File: src/rtl/ffl_pkg.sv
package ffl_pkg;

  typedef enum logic [1:0] {
    PWM_LOW  = 2'b00,
    PWM_HIGH = 2'b01,
    PWM_MID  = 2'b10
  } pwm_lvl_e;

  typedef enum logic [1:0] {
    STRAP_GND  = 2'b00,
    STRAP_SUP  = 2'b01,
    STRAP_OPEN = 2'b10
  } strap_e;

endpackage

File: src/rtl/ffl_thermal.sv
module ffl_thermal #(
  parameter int TEMP_W     = 8,
  parameter int OT_TRIP    = 155,
  parameter int OT_RELEASE = 125
) (
  input  logic              clk,
  input  logic              rst_n,
  input  logic [TEMP_W-1:0] die_temp,
  output logic              ot_active
);

  localparam logic [TEMP_W-1:0] TRIP_CODE = TEMP_W'(OT_TRIP);
  localparam logic [TEMP_W-1:0] REL_CODE  = TEMP_W'(OT_RELEASE);

  logic ot_q;

  always_ff @(posedge clk) begin
    if (!rst_n) begin
      ot_q <= 1'b0;
    end else if (die_temp >= TRIP_CODE) begin
      ot_q <= 1'b1;
    end else if (die_temp <= REL_CODE) begin
      ot_q <= 1'b0;
    end
  end

  assign ot_active = ot_q;

  AST_OT_HOLDS_IN_BAND: assert property (@(posedge clk) disable iff (!rst_n)
    (ot_q && die_temp > REL_CODE) |=> ot_q);

  AST_OT_NO_EARLY_TRIP: assert property (@(posedge clk) disable iff (!rst_n)
    (!ot_q && die_temp < TRIP_CODE) |=> !ot_q);

endmodule

File: src/rtl/ffl_pulse_qual.sv
module ffl_pulse_qual
  import ffl_pkg::*;
(
  input  logic       clk,
  input  logic       rst_n,
  input  logic [1:0] pwm_lvl,
  input  logic       fault_now,
  output logic       pulse_clr
);

  logic [1:0] pwm_prev_q;
  logic       armed_q;
  logic       is_high;
  logic       was_high;

  assign is_high  = (pwm_lvl == PWM_HIGH);
  assign was_high = (pwm_prev_q == PWM_HIGH);

  always_ff @(posedge clk) begin
    if (!rst_n) begin
      pwm_prev_q <= PWM_LOW;
      armed_q    <= 1'b0;
    end else begin
      pwm_prev_q <= pwm_lvl;
      if (is_high) begin
        armed_q <= was_high ? (armed_q && !fault_now) : !fault_now;
      end else begin
        armed_q <= 1'b0;
      end
    end
  end

  assign pulse_clr = was_high && (pwm_lvl == PWM_LOW) && armed_q && !fault_now;

  AST_CLR_ON_FALL: assert property (@(posedge clk) disable iff (!rst_n)
    pulse_clr |-> ($past(pwm_lvl) == PWM_HIGH && pwm_lvl == PWM_LOW));

  AST_FAULT_CANCELS: assert property (@(posedge clk) disable iff (!rst_n)
    (fault_now && is_high) |=> !pulse_clr);

endmodule

File: src/rtl/ffl_clear_sel.sv
module ffl_clear_sel
  import ffl_pkg::*;
(
  input  logic [1:0] strap_sel,
  input  logic [1:0] pwm_lvl,
  input  logic       sync_en,
  input  logic       pulse_clr,
  output logic       clr_req
);

  logic strap_clr;

  always_comb begin
    case (strap_sel)
      STRAP_GND: strap_clr = (pwm_lvl == PWM_MID);
      STRAP_SUP: strap_clr = (pwm_lvl == PWM_LOW) && !sync_en;
      default:   strap_clr = 1'b0;
    endcase
  end

  assign clr_req = strap_clr || pulse_clr;

endmodule

File: src/rtl/fault_flag_latch.sv
module fault_flag_latch
  import ffl_pkg::*;
#(
  parameter int TEMP_W     = 8,
  parameter int OT_TRIP    = 155,
  parameter int OT_RELEASE = 125
) (
  input  logic              clk,
  input  logic              rst_n,
  input  logic              oc_trip,
  input  logic              uv_trip,
  input  logic [TEMP_W-1:0] die_temp,
  input  logic [1:0]        pwm_lvl,
  input  logic              sync_en,
  input  logic [1:0]        strap_sel,
  output logic              fault_flag,
  output logic              force_off
);

  logic ot_active;
  logic fault_now;
  logic pulse_clr;
  logic clr_req;
  logic flag_q;
  logic boot_q;

  ffl_thermal #(
    .TEMP_W    (TEMP_W),
    .OT_TRIP   (OT_TRIP),
    .OT_RELEASE(OT_RELEASE)
  ) u_thermal (
    .clk      (clk),
    .rst_n    (rst_n),
    .die_temp (die_temp),
    .ot_active(ot_active)
  );

  assign fault_now = oc_trip || uv_trip || ot_active;

  ffl_pulse_qual u_pulse (
    .clk      (clk),
    .rst_n    (rst_n),
    .pwm_lvl  (pwm_lvl),
    .fault_now(fault_now),
    .pulse_clr(pulse_clr)
  );

  ffl_clear_sel u_clear (
    .strap_sel(strap_sel),
    .pwm_lvl  (pwm_lvl),
    .sync_en  (sync_en),
    .pulse_clr(pulse_clr),
    .clr_req  (clr_req)
  );

  always_ff @(posedge clk) begin
    if (!rst_n) begin
      flag_q <= 1'b1;
      boot_q <= 1'b1;
    end else if (fault_now) begin
      flag_q <= 1'b1;
    end else if (boot_q || clr_req) begin
      flag_q <= 1'b0;
      boot_q <= 1'b0;
    end
  end

  assign fault_flag = flag_q;
  assign force_off  = flag_q || fault_now;

  AST_TRIP_SETS_FLAG: assert property (@(posedge clk) disable iff (!rst_n)
    (oc_trip || uv_trip) |=> fault_flag);

  AST_FLAG_FORCES_OFF: assert property (@(posedge clk) disable iff (!rst_n)
    fault_flag |-> force_off);

  AST_NO_CLEAR_UNDER_FAULT: assert property (@(posedge clk) disable iff (!rst_n)
    $fell(fault_flag) |-> !$past(fault_now));

  AST_GND_MID_CLEARS: assert property (@(posedge clk) disable iff (!rst_n)
    (strap_sel == STRAP_GND && pwm_lvl == PWM_MID && !fault_now) |=> !fault_flag);

  AST_SUP_LOW_CLEARS: assert property (@(posedge clk) disable iff (!rst_n)
    (strap_sel == STRAP_SUP && pwm_lvl == PWM_LOW && !sync_en && !fault_now) |=> !fault_flag);

  AST_BOOT_ONCE: assert property (@(posedge clk) disable iff (!rst_n)
    !boot_q |=> !boot_q);

endmodule

File: config.mk
export PLATFORM = sky130hd
export DESIGN_NAME = fault_flag_latch
export DESIGN_NICKNAME = d
export VERILOG_FILES = /design/src/rtl/ffl_pkg.sv /design/src/rtl/ffl_thermal.sv /design/src/rtl/ffl_pulse_qual.sv /design/src/rtl/ffl_clear_sel.sv /design/src/rtl/fault_flag_latch.sv
export SDC_FILE = /design/constraint.sdc
export NUM_CORES = 1
export LEC_CHECK = 0
export ABC_CLOCK_PERIOD_IN_PS = 1200
export BUFFER_PORTS_ARGS = -buffer_cell sky130_fd_sc_hd__buf_2
export CAP_MARGIN = 20
export CORE_AREA = 2 2 39 41
export CTS_CLUSTER_SIZE = 12
export DETAILED_ROUTE_END_ITERATION = 7
export DIE_AREA = 0 0 41 43
export GPL_ROUTABILITY_DRIVEN = 0
export PLACE_DENSITY_LB_ADDON = 0.15
export SLEW_MARGIN = 30
export SYNTH_ARGS = -nofsm -noshare
export SYNTH_HDL_FRONTEND = slang
export SYNTH_SLANG_ARGS = --single-unit
File: constraint.sdc
create_clock -name clk -period 1.2 [get_ports clk]
set_input_delay 0.3 -clock clk [delete_from_list [all_inputs] [get_ports clk]]
set_output_delay 0.3 -clock clk [all_outputs]
set_load 0.02 [all_outputs]
==> impl_metrics.ini, run 1 <==
[synth]
synthFlopType = dfxtp_1
synth_top_area_cell = dfxtp_1
synth-seq-area-share_pct = 43.0
synth_seq_cells = 6
yosys.area.top_type_share_pct = 43.0
synth_edf_count = 0
yosysMostFrequentCell = dfxtp_1
async_reset_ff_share_pct = 0
synthTopCellsByCount = dfxtp_1, nand2_1, o21ai_0
syn_nets = 47
synth_cells = 30
syn_area_um2 = 279
ys.warnings.count = 0
syn_area_per_cell_um2 = 9.30
synth.distinct_cells = 16
synth_area_leaders = dfxtp_1, nor4b_2, o21ai_0

[pwr]
p_leak_nw = 0.206
power_frac_clock_pct = 38.9
switchingPower_mw = 0.107
powerDensity_mw_per_mm2 = 1050
p_comb_share_pct = 15.4
switching_share_pct = 22.5
intPower_mw = 0.366
ir_drop_uv = 555
power.share.sequential_pct = 45.6

[final_layout]
synthToLayoutAreaGrowth_pct = 60.5
instances_no_fill = 70
post-route-util_pct = 32.4
final_cell_area_um2 = 448
n_antenna_cell = 0
nNetsFinal = 73
drive_gt1_share_pct = 51.9

[route]
drc = 0
avgViaCountPerCell = 4.17
drtIter0Drc = 4
drt_pass1_iterations = 4
ant_nets = 0
vias = 292
wirelength_um = 617
wl_per_cell_um = 8.81

[place]
place_area_um2 = 397
port_buffers = 18
dp.cells = 65
hpwlAfterDp_um = 520

[global_routing]
track_usage_pct = 9.35
grt_max_degree = 6
antenna_found_initial = 0
grt_pass1_wl_um = 1090
grt_pass1_vias = 289
overflow = 0

[clock_tree]
cts_tree = yes
cts_made_buffers = 3
cts-root-buf = clkbuf_4
insertion_delay_ps = 240
clk_pin_slew_ps = 40
clk_path_buf_depth = 2
cts_hold_buf = 0
cts_max_level = 1
clkSinkCount = 6

[outcome]
status = complete, but fails checks
violations = setup timing

[setup_path]
critPathMaxStageDelay_ps = 320
crit_slowest_cell = dfxtp_2
crit_type = register to primary output
crit_required_ps = 900
worst-path-stages = 3
endpoint_kind = primary output
cp_top_family = simple AND/OR/NAND/NOR gates
ff2ff_setup_slack_ps = 170
critPathMaxFanout = 2
path_cells = nor3_4 -> or2b_1 -> buf_6
critPathLaunch = u_thermal.ot_active
cp-endpoint = force_off
r2r-start = u_thermal.ot_active
cp-start-kind = register
r2r_cells = 5
cp_num_buf_inv = 1
arrival_ps = 1060
timing.rr.end = fault_flag

[timing]
worst_pin_slew_ps = 224
slew_headroom_pct = 85.1
hold_viol_final = 0
setup_violations = 1
setup_slack_ps = -155
max_freq_mhz = 738
setup_tns_ps = -155
min_period_ps = 1360
rsz0062_at_grt = true
holdWs_ps = 280
maxSlewViolCount = 0
fin_crit_sh_pct = 113
finClkSkew_ps = 2.05

[worst_hold_path]
hp-class = primary input to register

[floorplanning]
die_area_mm2 = 0.00176
io_pins = 19
start_util_pct = 20.2
core_area_mm2 = 0.00138
rows = 14
die_width_um = 41
fp.dieH_um = 43

[flow_run]
max_cap_violations = 0
## placed cells by master (no fill, tap or decap)
| master | netlist | routed |
|---|---|---|
| nor2b_1 | 1 | 1 |
| buf_4 | 0 | 3 |
| o21ai_0 | 3 | 3 |
| a21oi_1 | 1 | 1 |
| a41o_1 | 1 | 1 |
| clkbuf_4 | 0 | 3 |
| dfxtp_1 | 6 | 5 |
| nand3_1 | 1 | 1 |
| inv_1 | 1 | 1 |
| nor3_1 | 2 | 2 |
| or2b_1 | 1 | 1 |
| buf_6 | 0 | 1 |
| nor3_4 | 0 | 1 |
| buf_2 | 0 | 17 |
| o211a_1 | 1 | 1 |
| dfxtp_2 | 0 | 1 |
| nor4b_2 | 2 | 2 |
| nor2_1 | 1 | 1 |
| nor3b_1 | 2 | 2 |
| and2_1 | 2 | 2 |
| nand2_1 | 4 | 4 |
## how the worst min path moves through the flow
| stage | start | to | slack, ps | cells past startpoint |
|---|---|---|---|---|
| 4_1_cts | rst_n | boot_q | 270 | 2 |
| 6_report | rst_n | boot_q | 280 | 2 |
| 3_5_place_dp | boot_q | boot_q | 480 | 2 |
| 3_3_place_gp | boot_q | boot_q | 480 | 2 |
| 5_1_grt | pwm_lvl[1] | u_pulse.armed_q | 300 | 2 |
| 2_1_floorplan | pwm_lvl[1] | u_pulse.armed_q | 370 | 1 |
## sequential cells by signal, indices dropped and copies added (netlist names)
register / flops
fault_flag: 1
u_pulse.pwm_prev_q: 2
u_thermal.ot_active: 1
u_pulse.armed_q: 1
boot_q: 1
## logic make-up after synthesis
kind of cell           synth area share [%]
AOI/OAI and AO/OA                      14.3
DFF                                    43.1
and+or+nand+nor                        41.3
buffers and inverters                  1.34
## stage by stage
| stage | power [mW] | worst slack (ps) |
|---|---|---|
| final | 0.473 | -155 |
| after global routing | 0.508 | -212 |
| after CTS | 0.483 | -193 |
| after detailed placement | 0.284 | -119 |
| after global placement | 0.284 | -98.8 |
| after floorplan | 0.243 | 80.5 |
## per-layer routing
metal | vias up | track usage (%) | wire length (µm) | share of wire, %
li1 | 158 | - | - | -
met1 | 124 | 9.35 | 250 | 41
met2 | 10 | 14.4 | 312 | 51
met3 | 0 | 7.85 | 53 | 8.6
met4 | 0 | 2.00 | 0 | 0
met5 | - | 0 | 0 | 0
## area by class of cell
class / instances / area [µm²]
multi-input combinational: 23 / 161
clock buffer: 3 / 22.5
sequential: 6 / 121
tap: 16 / 20.0
inverter: 1 / 3.75
timing repair buffer: 21 / 119
fill: 143 / 936
## power groups by stage
stage	clock network [mW]	logic [mW]	registers, mW
floorplan	0	0.0234	0.219
global placement	0	0.0658	0.218
detailed placement	0	0.0660	0.218
CTS	0.197	0.0717	0.214
global route	0.209	0.0830	0.216
finish	0.184	0.0730	0.216
## repair_timing
action,4_1_cts,5_1_grt
pin swaps,1,0
setup buffers,2,0
resized for setup,2,2
endpoints found under the hold margin,0,0
endpoints found under the setup margin,1,1
Note: power is estimated with default switching activity, not from simulation.
==> run 2: changes to the inputs <==
Settings changed: SKIP_CTS_REPAIR_TIMING set to 1, TNS_END_PERCENT set to 30.
==> run 2 against run 1 <==
- the run still ends with setup timing left
- first-iteration DRC count stayed put
- combinational power down 3.8%
- critical path depth did not move
- sequential cell count is the same
- clock-buffer cell count is the same
- total power fell by 0.71%
- non-clock buffer count is 1 lower
==> impl_metrics.ini, run 2 (synthesized netlist as in run 1, its figures left out) <==
[outcome]
status = complete, but fails checks
violations = setup timing

[pwr]
powerDensity_mw_per_mm2 = 1070
power_mw = 0.469
ir_drop_uv = 552
p_leak_nw = 0.201

[timing]
finClkSkew_ps = 1.51
setup_violations = 1
rsz0062_at_grt = true
worst_pin_slew_ps = 224
setup_slack_ps = -172
setup_tns_ps = -172
maxSlewViolCount = 0
fin_crit_sh_pct = 114
holdWs_ps = 280
hold_viol_final = 0
slew_headroom_pct = 85.0
min_period_ps = 1370
max_freq_mhz = 729

[setup_path]
crit_type = register to primary output
critPathMaxFanout = 3
crit_required_ps = 900
arrival_ps = 1070
cp-start-kind = register
endpoint_kind = primary output

[clock_tree]
clk_path_buf_depth = 2
cts_made_buffers = 3
clkSinkCount = 6
cts_max_level = 1
insertion_delay_ps = 240
cts_tree = yes
clk_pin_slew_ps = 40
cts-root-buf = clkbuf_4

[flow_run]
max_cap_violations = 0

[global_routing]
overflow = 0
grt_max_degree = 6
track_usage_pct = 9.05
grt_pass1_wl_um = 1050
grt_pass1_vias = 279
antenna_found_initial = 0

[floorplanning]
fp.dieH_um = 43
die_area_mm2 = 0.00176
io_pins = 19
core_area_mm2 = 0.00138
die_width_um = 41
rows = 14
start_util_pct = 20.2

[final_layout]
final_common_cell = buf_2
instances_no_fill = 69
n_antenna_cell = 0
synthToLayoutAreaGrowth_pct = 57.8
multi_input_area_um2 = 161
layout_common_cells = buf_2, dfxtp_1, nand2_1, o21ai_0, clkbuf_4
final_cell_area_um2 = 440
nNetsFinal = 72
drive_gt1_share_pct = 50.9
fillers = 146
regArea_um2 = 121
regMostFlops = u_pulse.pwm_prev_q
post-route-util_pct = 31.8
largest_register_ffs = 2

[route]
ant_nets = 0
avgViaCountPerCell = 4.14
drc = 0
vias = 286
wl_per_cell_um = 8.77
drt_pass1_iterations = 4
drtIter0Drc = 4
wirelength_um = 605

[worst_hold_path]
hp-class = primary input to register

[place]
hpwlAfterDp_um = 520
pre_cts_ws_ps = -119
dp.cells = 65
place_area_um2 = 397
port_buffers = 18
==> run 2: cell type report <==
class,instances,share of cell area (%)
sequential,6,27.6
timing repair buffer,20,25.3
multi-input combinational,23,36.6
inverter,1,0.852
tap,16,4.55
clock buffer,3,5.11
==> run 2: worst max-delay path: stages (launching register included) <==
cell,delay (ps)
dfxtp_2,320
nor3_4,130
or2b_1,250
buf_6,130
==> run 2: final timing paths <==
check,from,endpoint,slack (ps),cells after the start
setup / recovery,u_thermal.ot_active,force_off,-170,3
hold / removal,rst_n,boot_q,280,2
setup reg to reg,u_thermal.ot_active,u_thermal.ot_active,240,4
hold reg to reg,boot_q,boot_q,480,2
==> run 2: routing by layer <==
layer  track usage [%]  up-vias  part of all wire (%)
met5                 0        -                     0
met4              2.00        0                     0
met3              7.85        0                   8.4
met2              13.1       10                    50
met1              9.68      120                    42
li1                  -      156                     -
==> run 2: power breakdown <==
group / total, mW / leakage [nW] / switching [mW] / internal (mW)
Sequential: 0.216 / 0.0499 / 0.00523 / 0.210
Combinational: 0.0702 / 0.138 / 0.0296 / 0.0406
Clock: 0.183 / 0.0138 / 0.0705 / 0.113
Total: 0.469 / 0.201 / 0.105 / 0.364
